### src/rtl/arb_pkg.sv
package arb_pkg;

  // Strobes from the control decision into the datapath registers
  typedef struct packed {
    logic startSlot;  // next cycle begins a new slot
    logic loadPair;   // the new slot is followed by a second one
    logic holdSlot;   // advance from the first to the second slot cycle
    logic freeBus;    // give the bus back to the processor
  } arbStrobe_t;

  typedef enum logic [1:0] {
    SHARE_QUARTER = 2'b00,
    SHARE_HALF    = 2'b01,
    SHARE_TWO3RD  = 2'b10,
    SHARE_FULL    = 2'b11
  } share_e;

endpackage

### src/rtl/arb_ctrl.sv
module arb_ctrl
  import arb_pkg::*;
#(
  parameter int GAP_Q1 = 6,
  parameter int GAP_H  = 2,
  parameter int GAP_T3 = 1,
  parameter int GAP_F  = 0,
  parameter int CNT_W  = 3
) (
  input  logic             dmaReq,
  input  logic             dmaPair,
  input  logic [1:0]       bwSel,
  input  logic             grantQ,
  input  logic             phaseQ,
  input  logic             pairQ,
  input  logic [CNT_W-1:0] cpuCnt,
  output arbStrobe_t       strobe
);

  localparam int CMP_W = CNT_W + 1;

  logic [CMP_W-1:0] minGap;
  logic [CMP_W-1:0] cpuRun;
  logic             gapMet;
  logic             noGap;

  always_comb begin
    case (share_e'(bwSel))
      SHARE_QUARTER: minGap = CMP_W'(GAP_Q1);
      SHARE_HALF:    minGap = CMP_W'(GAP_H);
      SHARE_TWO3RD:  minGap = CMP_W'(GAP_T3);
      default:       minGap = CMP_W'(GAP_F);
    endcase
  end

  // Processor cycles completed, counting the current idle cycle
  assign cpuRun = {1'b0, cpuCnt} + CMP_W'(1);
  assign gapMet = cpuRun >= minGap;
  assign noGap  = (minGap == '0);

  always_comb begin
    strobe = '0;
    if (!grantQ) begin
      if (dmaReq && gapMet) begin
        strobe.startSlot = 1'b1;
        strobe.loadPair  = dmaPair;
      end
    end else if (!phaseQ) begin
      strobe.holdSlot = 1'b1;
    end else if (pairQ) begin
      strobe.startSlot = 1'b1;
      strobe.loadPair  = 1'b0;
    end else if (dmaReq && noGap) begin
      strobe.startSlot = 1'b1;
      strobe.loadPair  = dmaPair;
    end else begin
      strobe.freeBus = 1'b1;
    end
  end

endmodule

### src/rtl/arb_datapath.sv
module arb_datapath
  import arb_pkg::*;
#(
  parameter int CNT_W = 3
) (
  input  logic             clk,
  input  logic             rstN,
  input  arbStrobe_t       strobe,
  output logic             grantQ,
  output logic             phaseQ,
  output logic             pairQ,
  output logic [CNT_W-1:0] cpuCnt
);

  localparam logic [CNT_W-1:0] CNT_SAT = '1;

  always_ff @(posedge clk) begin
    if (!rstN) begin
      grantQ <= 1'b0;
      phaseQ <= 1'b0;
      pairQ  <= 1'b0;
      cpuCnt <= CNT_SAT;
    end else begin
      if (strobe.startSlot) begin
        grantQ <= 1'b1;
        phaseQ <= 1'b0;
        pairQ  <= strobe.loadPair;
      end else if (strobe.holdSlot) begin
        phaseQ <= 1'b1;
      end else if (strobe.freeBus) begin
        grantQ <= 1'b0;
        phaseQ <= 1'b0;
        pairQ  <= 1'b0;
      end

      if (strobe.freeBus) begin
        cpuCnt <= '0;
      end else if (!grantQ && cpuCnt != CNT_SAT) begin
        cpuCnt <= cpuCnt + CNT_W'(1);
      end
    end
  end

endmodule

### src/rtl/bus_steal_arbiter.sv
module bus_steal_arbiter
  import arb_pkg::*;
#(
  parameter int GAP_Q1 = 6,
  parameter int GAP_H  = 2,
  parameter int GAP_T3 = 1,
  parameter int GAP_F  = 0
) (
  input  logic       clk,
  input  logic       rstN,
  input  logic       dmaReq,
  input  logic       dmaPair,
  input  logic [1:0] bwSel,
  output logic       dmaGrant,
  output logic       cpuHold,
  output logic       slotStart
);

  localparam int CNT_W = $clog2(GAP_Q1 + 1) < 1 ? 1 : $clog2(GAP_Q1 + 1);

  arbStrobe_t       strobe;
  logic             grantQ;
  logic             phaseQ;
  logic             pairQ;
  logic [CNT_W-1:0] cpuCnt;

  arb_ctrl #(
    .GAP_Q1(GAP_Q1), .GAP_H(GAP_H), .GAP_T3(GAP_T3), .GAP_F(GAP_F),
    .CNT_W(CNT_W)
  ) u_ctrl (
    .dmaReq (dmaReq),
    .dmaPair(dmaPair),
    .bwSel  (bwSel),
    .grantQ (grantQ),
    .phaseQ (phaseQ),
    .pairQ  (pairQ),
    .cpuCnt (cpuCnt),
    .strobe (strobe)
  );

  arb_datapath #(.CNT_W(CNT_W)) u_dp (
    .clk   (clk),
    .rstN  (rstN),
    .strobe(strobe),
    .grantQ(grantQ),
    .phaseQ(phaseQ),
    .pairQ (pairQ),
    .cpuCnt(cpuCnt)
  );

  assign dmaGrant  = grantQ;
  assign cpuHold   = grantQ;
  assign slotStart = grantQ && !phaseQ;

endmodule

### config.mk
export PLATFORM = sky130hd
export DESIGN_NAME = bus_steal_arbiter
export DESIGN_NICKNAME = d
export VERILOG_FILES = /design/src/rtl/arb_pkg.sv /design/src/rtl/arb_ctrl.sv /design/src/rtl/arb_datapath.sv /design/src/rtl/bus_steal_arbiter.sv
export SDC_FILE = /design/constraint.sdc
export NUM_CORES = 1
export LEC_CHECK = 0
export BUFFER_PORTS_ARGS = -buffer_cell sky130_fd_sc_hd__buf_2
export CORE_AREA = 2 2 39 41
export DETAILED_ROUTE_END_ITERATION = 8
export DIE_AREA = 0 0 41 43
export GPL_TIMING_DRIVEN = 0
export MAX_ROUTING_LAYER = met4
export PLACE_DENSITY = 0.49
export SYNTH_ARGS = -nofsm -noshare
export SYNTH_HDL_FRONTEND = slang
export SYNTH_SLANG_ARGS = --single-unit
export TNS_END_PERCENT = 20
### constraint.sdc
create_clock -name clk -period 1.7 [get_ports clk]
set_clock_uncertainty 0.1 [all_clocks]
set_input_delay 0.085 -clock clk [delete_from_list [all_inputs] [get_ports clk]]
set_output_delay 0.085 -clock clk [all_outputs]
set_load 0.01 [all_outputs]
==> qor.yml, run 1 <==
finish:
  n_antenna_cell: 0
  fin_nets: 73
  final_cell_count_no_fill: 77
  syn_to_final_growth_pct: 39.4
  drive_above_1_share_pct: 41.0
power_and_ir_drop:
  ir_worst_vdd_mv: 0.815
  p_leak_uw: 0.000232
  p_per_area_nw_per_um2: 2060
clock_network:
  cts_buffer_depth: 2
  clock-sinks: 6
  tritoncts: "yes"
  clk_latency_ps: 250
  clockRootBuffer: "clkbuf_4"
  ctsHtreeMaxLevel: 1
  clkTransAtPathRegs_ps: 50
  cts_buffers: 3
routing:
  via_count: 382
  dr_wl_met2_um: 411
  drt-met1-wl_um: 404
  viasPerCell: 4.96
  wl_um: 874
  drt-wirelength-per-cell_um: 11.4
  topRoutingLayerUsed: "met3"
  wl_met3_um: 58
  first_pass_iters: 2
  drtIter0Drc: 2
  antenna_left: 0
  drc: 0
synth:
  syn_area_um2: 407
  avgSynthCellArea_um2: 8.84
  yosysUniqueCellTypes: 26
  ys_seq_area_share_pct: 29.5
  synth_nets: 57
  synthCells: 46
  synth-seq-cells: 6
  yosysTopAreaCellShare_pct: 29.5
  ys.warnings.count: 0
  yosys.area.top_type: "dfxtp_1"
  ys_top_cells_by_area: "dfxtp_1 (30%), ha_1 (15%), nand3_1 (7.4%), a31oi_4 (5.2%), nand2_1 (3.7%)"
hold_path:
  hold_path_class: "primary input to flop"
grt:
  grt_max_degree: 10
  antenna_found_initial: 0
  grtUsageTotal_pct: 13.1
  grt_pass1_vias: 372
  grt_pass1_wl_um: 1470
  grt-ovfl-total: 0
floorplan:
  rows: 14
  pin_count: 9
  die_width_um: 41
  core_um2: 1380
  die_height_um: 43
  die_area_um2: 1760
  start_util_pct: 29.4
sta:
  layout_min_cycle_time_ps: 1680
  finalHoldViolCount: 0
  slew_headroom_pct: 84.8
  fin_crit_sh_pct: 99.0
  setup_violations: 0
  grt_setup_unrepaired: "true"
  finalMaxSlewViolations: 0
  fmax_mhz: 594
  tightest_slew_ps: 228
  setup_tns_ps: 0
critical_path:
  required_ps: 1740
  start_kind: "flop"
  end_kind: "flop"
  crit_arrival_ps: 1720
  critPathMaxFanout: 4
  crit_type: "flop to flop"
place:
  gp_congestion: 0.683
  place_inst: 70
  port_buffers: 8
  hpwl_um: 637
outcome:
  status: "finished, final reports clean"
run:
  max_cap_viol_count: 0
cells in the final DEF, fill, tap and decap left out, types with 2 or more instances in the layout:
cell type	n
dfxtp_1	4
a21oi_1	2
nand3_1	6
ha_1	2
o21ai_2	2
buf_2	9
ha_4	3
clkbuf_4	3
clkbuf_1	2
dfxtp_4	2
nor2b_1	2
nor2_1	2
buf_4	3
nand2_1	4
layer usage:
metal	up-vias	track usage, %
met5	-	-
met4	0	2.00
met3	0	9.42
met2	8	18.8
met1	176	14.8
li1	198	-
where the power goes:
group | switching [uW] | internal [uW] | leakage (uW)
logic | 344 | 392 | 0.000167
registers | 62.7 | 218 | 0.0000502
clock network | 61.3 | 89.6 | 0.0000150
critical path: stages, from the launching register on:
cell and delay, ps:
dfxtp_4 350, ha_4 160, ha_4 220, ha_4 260, o21ai_2 50, o21ai_2 180, and4bb_1 210, nor3_1 50
path summary, 6_finish.rpt:
| check | from | to | slack [ps] | cells past startpoint |
|---|---|---|---|---|
| max | u_dp.cpuCnt[0] | u_dp.pairQ | 20 | 7 |
| min | dmaReq | u_dp.grantQ | 60 | 3 |
| max reg2reg | u_dp.cpuCnt[0] | u_dp.pairQ | 20 | 7 |
| min reg2reg | u_dp.pairQ | u_dp.pairQ | 460 | 2 |
stage by stage:
stage          hold slack [ps]  worst slack, ps  utilization (%)  total power, uW  cell area [um2]
2_1_floorplan             56.8             9.36                -              780              437
3_3_place_gp               224             -106             35.9              918              497
3_5_place_dp               225            -97.7             35.9              918              497
4_1_cts                   66.1            -2.68             41.0             1190              567
5_1_grt                   90.9            -49.3             41.0             1310              567
6_report                  60.8             16.7             41.0             1170              567
logic make-up (layout without fill, tap and decap cells):
logic type	Yosys count	in the layout	share of synthesized area, %
AND/OR/NAND/NOR	22	22	31.4
buffers and inverters	4	19	4.92
flip-flops	6	6	29.5
AO/OA/AOI/OAI	9	9	18.8
adder cells (fa/ha/maj)	5	5	15.4
what timing repair did:
| item | CTS | global route |
|---|---|---|
| buffers inserted | 2 | 0 |
| gates resized for setup | 3 | 0 |
| hold endpoints to repair | 3 | 0 |
| cloned | 0 | 0 |
| hold buffers | 1 | 0 |
| pin swaps | 3 | 0 |
| endpoints found under the setup margin | 2 | 2 |
flip-flops by register name (all words and copies together), names as in the netlist:
name         count
u_dp.cpuCnt      3
u_dp.phaseQ      1
u_dp.pairQ       1
u_dp.grantQ      1
layout make-up:
cell class	instances	area (um2)
Fill cell	151	817
Multi-Input combinational cell	36	308
Sequential cell	6	128
Timing Repair Buffer	11	65.1
Clock buffer	4	26.3
Tap cell	16	20.0
Buffer	3	16.3
Inverter	1	3.75
synth_stat cells:
library cell,count
dfxtp_1,6
nand3_1,6
ha_1,5
nand2_1,4
a21oi_1,2
nor2_1,2
nor2b_1,2
a211oi_1,1
a31oi_4,1
and4bb_1,1
buf_2,1
buf_4,1
clkbuf_1,1
inv_1,1
nand2b_1,1
nand3b_1,1
nand4_1,1
nor3_1,1
nor3b_2,1
o211ai_1,1
o21a_1,1
o21ai_1,1
o21ai_2,1
o221ai_1,1
or2_1,1
or2_2,1
No activity file was read; power rests on OpenSTA's default activity.
==> run 2, diff against run 1 <==
--- a/config.mk
+++ b/config.mk
@@ -5,14 +5,16 @@
 export SDC_FILE = /design/constraint.sdc
 export NUM_CORES = 1
 export LEC_CHECK = 0
+export ABC_AREA = 1
 export BUFFER_PORTS_ARGS = -buffer_cell sky130_fd_sc_hd__buf_2
 export CORE_AREA = 2 2 39 41
 export DETAILED_ROUTE_END_ITERATION = 8
 export DIE_AREA = 0 0 41 43
 export GPL_TIMING_DRIVEN = 0
 export MAX_ROUTING_LAYER = met4
-export PLACE_DENSITY = 0.49
+export PLACE_DENSITY = 0.56
 export SYNTH_ARGS = -nofsm -noshare
 export SYNTH_HDL_FRONTEND = slang
+export SYNTH_HIERARCHICAL = 1
 export SYNTH_SLANG_ARGS = --single-unit
 export TNS_END_PERCENT = 20
==> run 2 against run 1 <==
  * Non-clock buffer count fell by 3
  * Hold slack improved by 22 ps
  * Flip-flop and latch count did not move
  * Final cell count rose by 36%
  * Core utilization rose by 2.7 points
  * Sequential share of layout area fell by 1.8 points
  * Fmax rose by 5.4%
  * Critical path type unchanged
  * Largest cell class unchanged
  * Largest power group unchanged
==> qor.yml, run 2 <==
floorplan:
  core_um2: 1380
  die_width_um: 41
  rows: 14
  die_height_um: 43
  pin_count: 9
  die_area_um2: 1760
  start_util_pct: 35.4
run:
  max_cap_viol_count: 0
synth:
  synth_nets: 89
  yosys.area.top_type: "dfxtp_1"
  ys_seq_area_share_pct: 24.6
  yosysUniqueCellTypes: 17
  synth.most_common_cell: "inv_1"
  synth-seq-cells: 6
  ys.warnings.count: 6
  synthArstFlopShare_pct: 0
  synth_common_cells: "inv_1 (17), nand2_1 (16), nand3_1 (10)"
  ys.flop_type: "dfxtp_1"
  avgSynthCellArea_um2: 6.35
  syn_area_um2: 489
  yosysTopAreaCellShare_pct: 24.6
  synth_edf_count: 0
  ys_top_cells_by_area: "dfxtp_1 (25%), ha_1 (15%), inv_1 (13%), nand2_1 (12%), nand3_1 (10%)"
  synthCells: 77
routing:
  drt-wirelength-per-cell_um: 8.08
  antenna_left: 0
  first_pass_iters: 4
  drtIter0Drc: 18
  via_count: 470
  drc: 0
  wl_um: 848
  viasPerCell: 4.48
critical_path:
  start_kind: "flop"
  worstRegToRegCells: 11
  critPathMaxFanout: 6
  end_kind: "flop"
  crit_arrival_ps: 1640
  required_ps: 1740
  crit_type: "flop to flop"
grt:
  antenna_found_initial: 0
  grt_max_degree: 11
  grt_pass1_vias: 393
  grt_pass1_wl_um: 1570
  grt-ovfl-total: 0
  grtUsageTotal_pct: 13.9
place:
  hpwl_um: 651
  port_buffers: 8
  placed_area_um2: 549
  gp_congestion: 0.735
  preCtsSetupSlack_ps: -71.2
power_and_ir_drop:
  fin_total_pwr_uw: 1030
  p_leak_uw: 0.000330
  ir_worst_vdd_mv: 0.723
  p_per_area_nw_per_um2: 1710
finish:
  largest_register_ffs: 3
  final_cell_mix: "inv_1 (16), nand2_1 (14), nand3_1 (10)"
  layout_commonest_cell: "inv_1"
  design_area_um2: 604
  fin_nets: 103
  final_util_pct: 43.7
  syn_to_final_growth_pct: 23.5
  n_antenna_cell: 0
  drive_above_1_share_pct: 29.2
  largest_register: "u_dp/cpuCnt"
sta:
  finalMaxSlewViolations: 0
  setup_tns_ps: 0
  fin_crit_sh_pct: 94.0
  layout_min_cycle_time_ps: 1600
  setup_violations: 0
  setup_ws_ps: 102
  fmax_mhz: 626
  tightest_slew_ps: 416
  finalHoldViolCount: 0
  slew_headroom_pct: 72.2
clock_network:
  clk_latency_ps: 240
  cts_buffer_depth: 2
  clkTransAtPathRegs_ps: 40
  clockRootBuffer: "clkbuf_4"
  cts_setup_buffers: 0
  cts_buffers: 3
  tritoncts: "yes"
  clock-sinks: 6
  ctsHtreeMaxLevel: 1
hold_path:
  whs_path_depth: 5
  hold_path_class: "primary input to flop"
outcome:
  status: "finished, final reports clean"
## run 2: cell types whose count changed in the layout (fill, tap and decap cells not counted), sizes merged, moves of 2 or more
cell	previous run	this run
nand2	4	18
nor2	2	10
buf	12	9
nor2b	2	0
inv	1	18
nand3	6	10
## run 2: critical path: stages (launching register included)
cell,delay (ps)
dfxtp_4,360
ha_4,230
ha_1,260
nand2_1,50
nand2_1,60
nand2_1,50
nand2_1,70
nand2_2,70
nand2_2,70
inv_2,50
nand4_1,70
nand2_1,50
## run 2: final timing paths
check | slack, ps | endpoint | startpoint
worst max register to register | 100 | u_dp/pairQ | u_dp/cpuCnt[0]
worst min register to register | 390 | u_dp/pairQ | u_dp/pairQ
worst min-delay path | 80 | u_dp/pairQ | dmaPair
worst max-delay path | 100 | u_dp/pairQ | u_dp/cpuCnt[0]
## run 2: area by class of cell
class / instances / area (um2)
inverter: 18 / 67.6
tap: 16 / 20.0
timing repair buffer: 9 / 50.0
clock buffer: 3 / 22.5
fill: 156 / 779
multi-input combinational: 51 / 308
sequential: 6 / 125
buffer: 2 / 11.3
## run 2: cell families (layout without fill, tap and decap cells)
group / count (synthesis) / count (layout) / share of synthesized area (%)
simple gates: 41 / 41 / 37.6
xor+xnor: 1 / 1 / 1.79
fa+ha+maj: 6 / 6 / 15.3
flops: 6 / 6 / 24.6
buf+inv: 20 / 32 / 16.1
compound gates: 3 / 3 / 4.60
## run 2: where the power goes
| group | total [uW] | switching (uW) | internal [uW] |
|---|---|---|---|
| sequential | 295 | 88.9 | 206 |
| combinational | 608 | 333 | 276 |
| clock | 130 | 50.6 | 79.8 |
| total | 1030 | 472 | 561 |
## run 2: routing by layer
layer | vias to the layer above | track usage, % | part of all wire [%]
met5 | - | - | 0
met2 | 14 | 18.4 | 47
li1 | 260 | - | -
met3 | 0 | 9.42 | 7.4
met1 | 196 | 16.8 | 46
met4 | 0 | 4.00 | 0
## run 2: metrics by stage
| stage | cells | hold WS [ps] |
|---|---|---|
| 2_1_floorplan | 77 | 69.2 |
| 3_3_place_gp | 101 | 245 |
| 3_5_place_dp | 101 | 243 |
| 4_1_cts | 105 | 70.5 |
| 5_1_grt | 105 | 86.2 |
| 6_report | 105 | 82.9 |
## run 2: timing repair
action | in CTS | in global routing
endpoints found under the hold margin | 3 | 0
pin swaps | 0 | 1
setup endpoints to repair | 3 | 3
gates cloned | 0 | 0
hold buffers | 1 | 0
gates resized for setup | 2 | 5
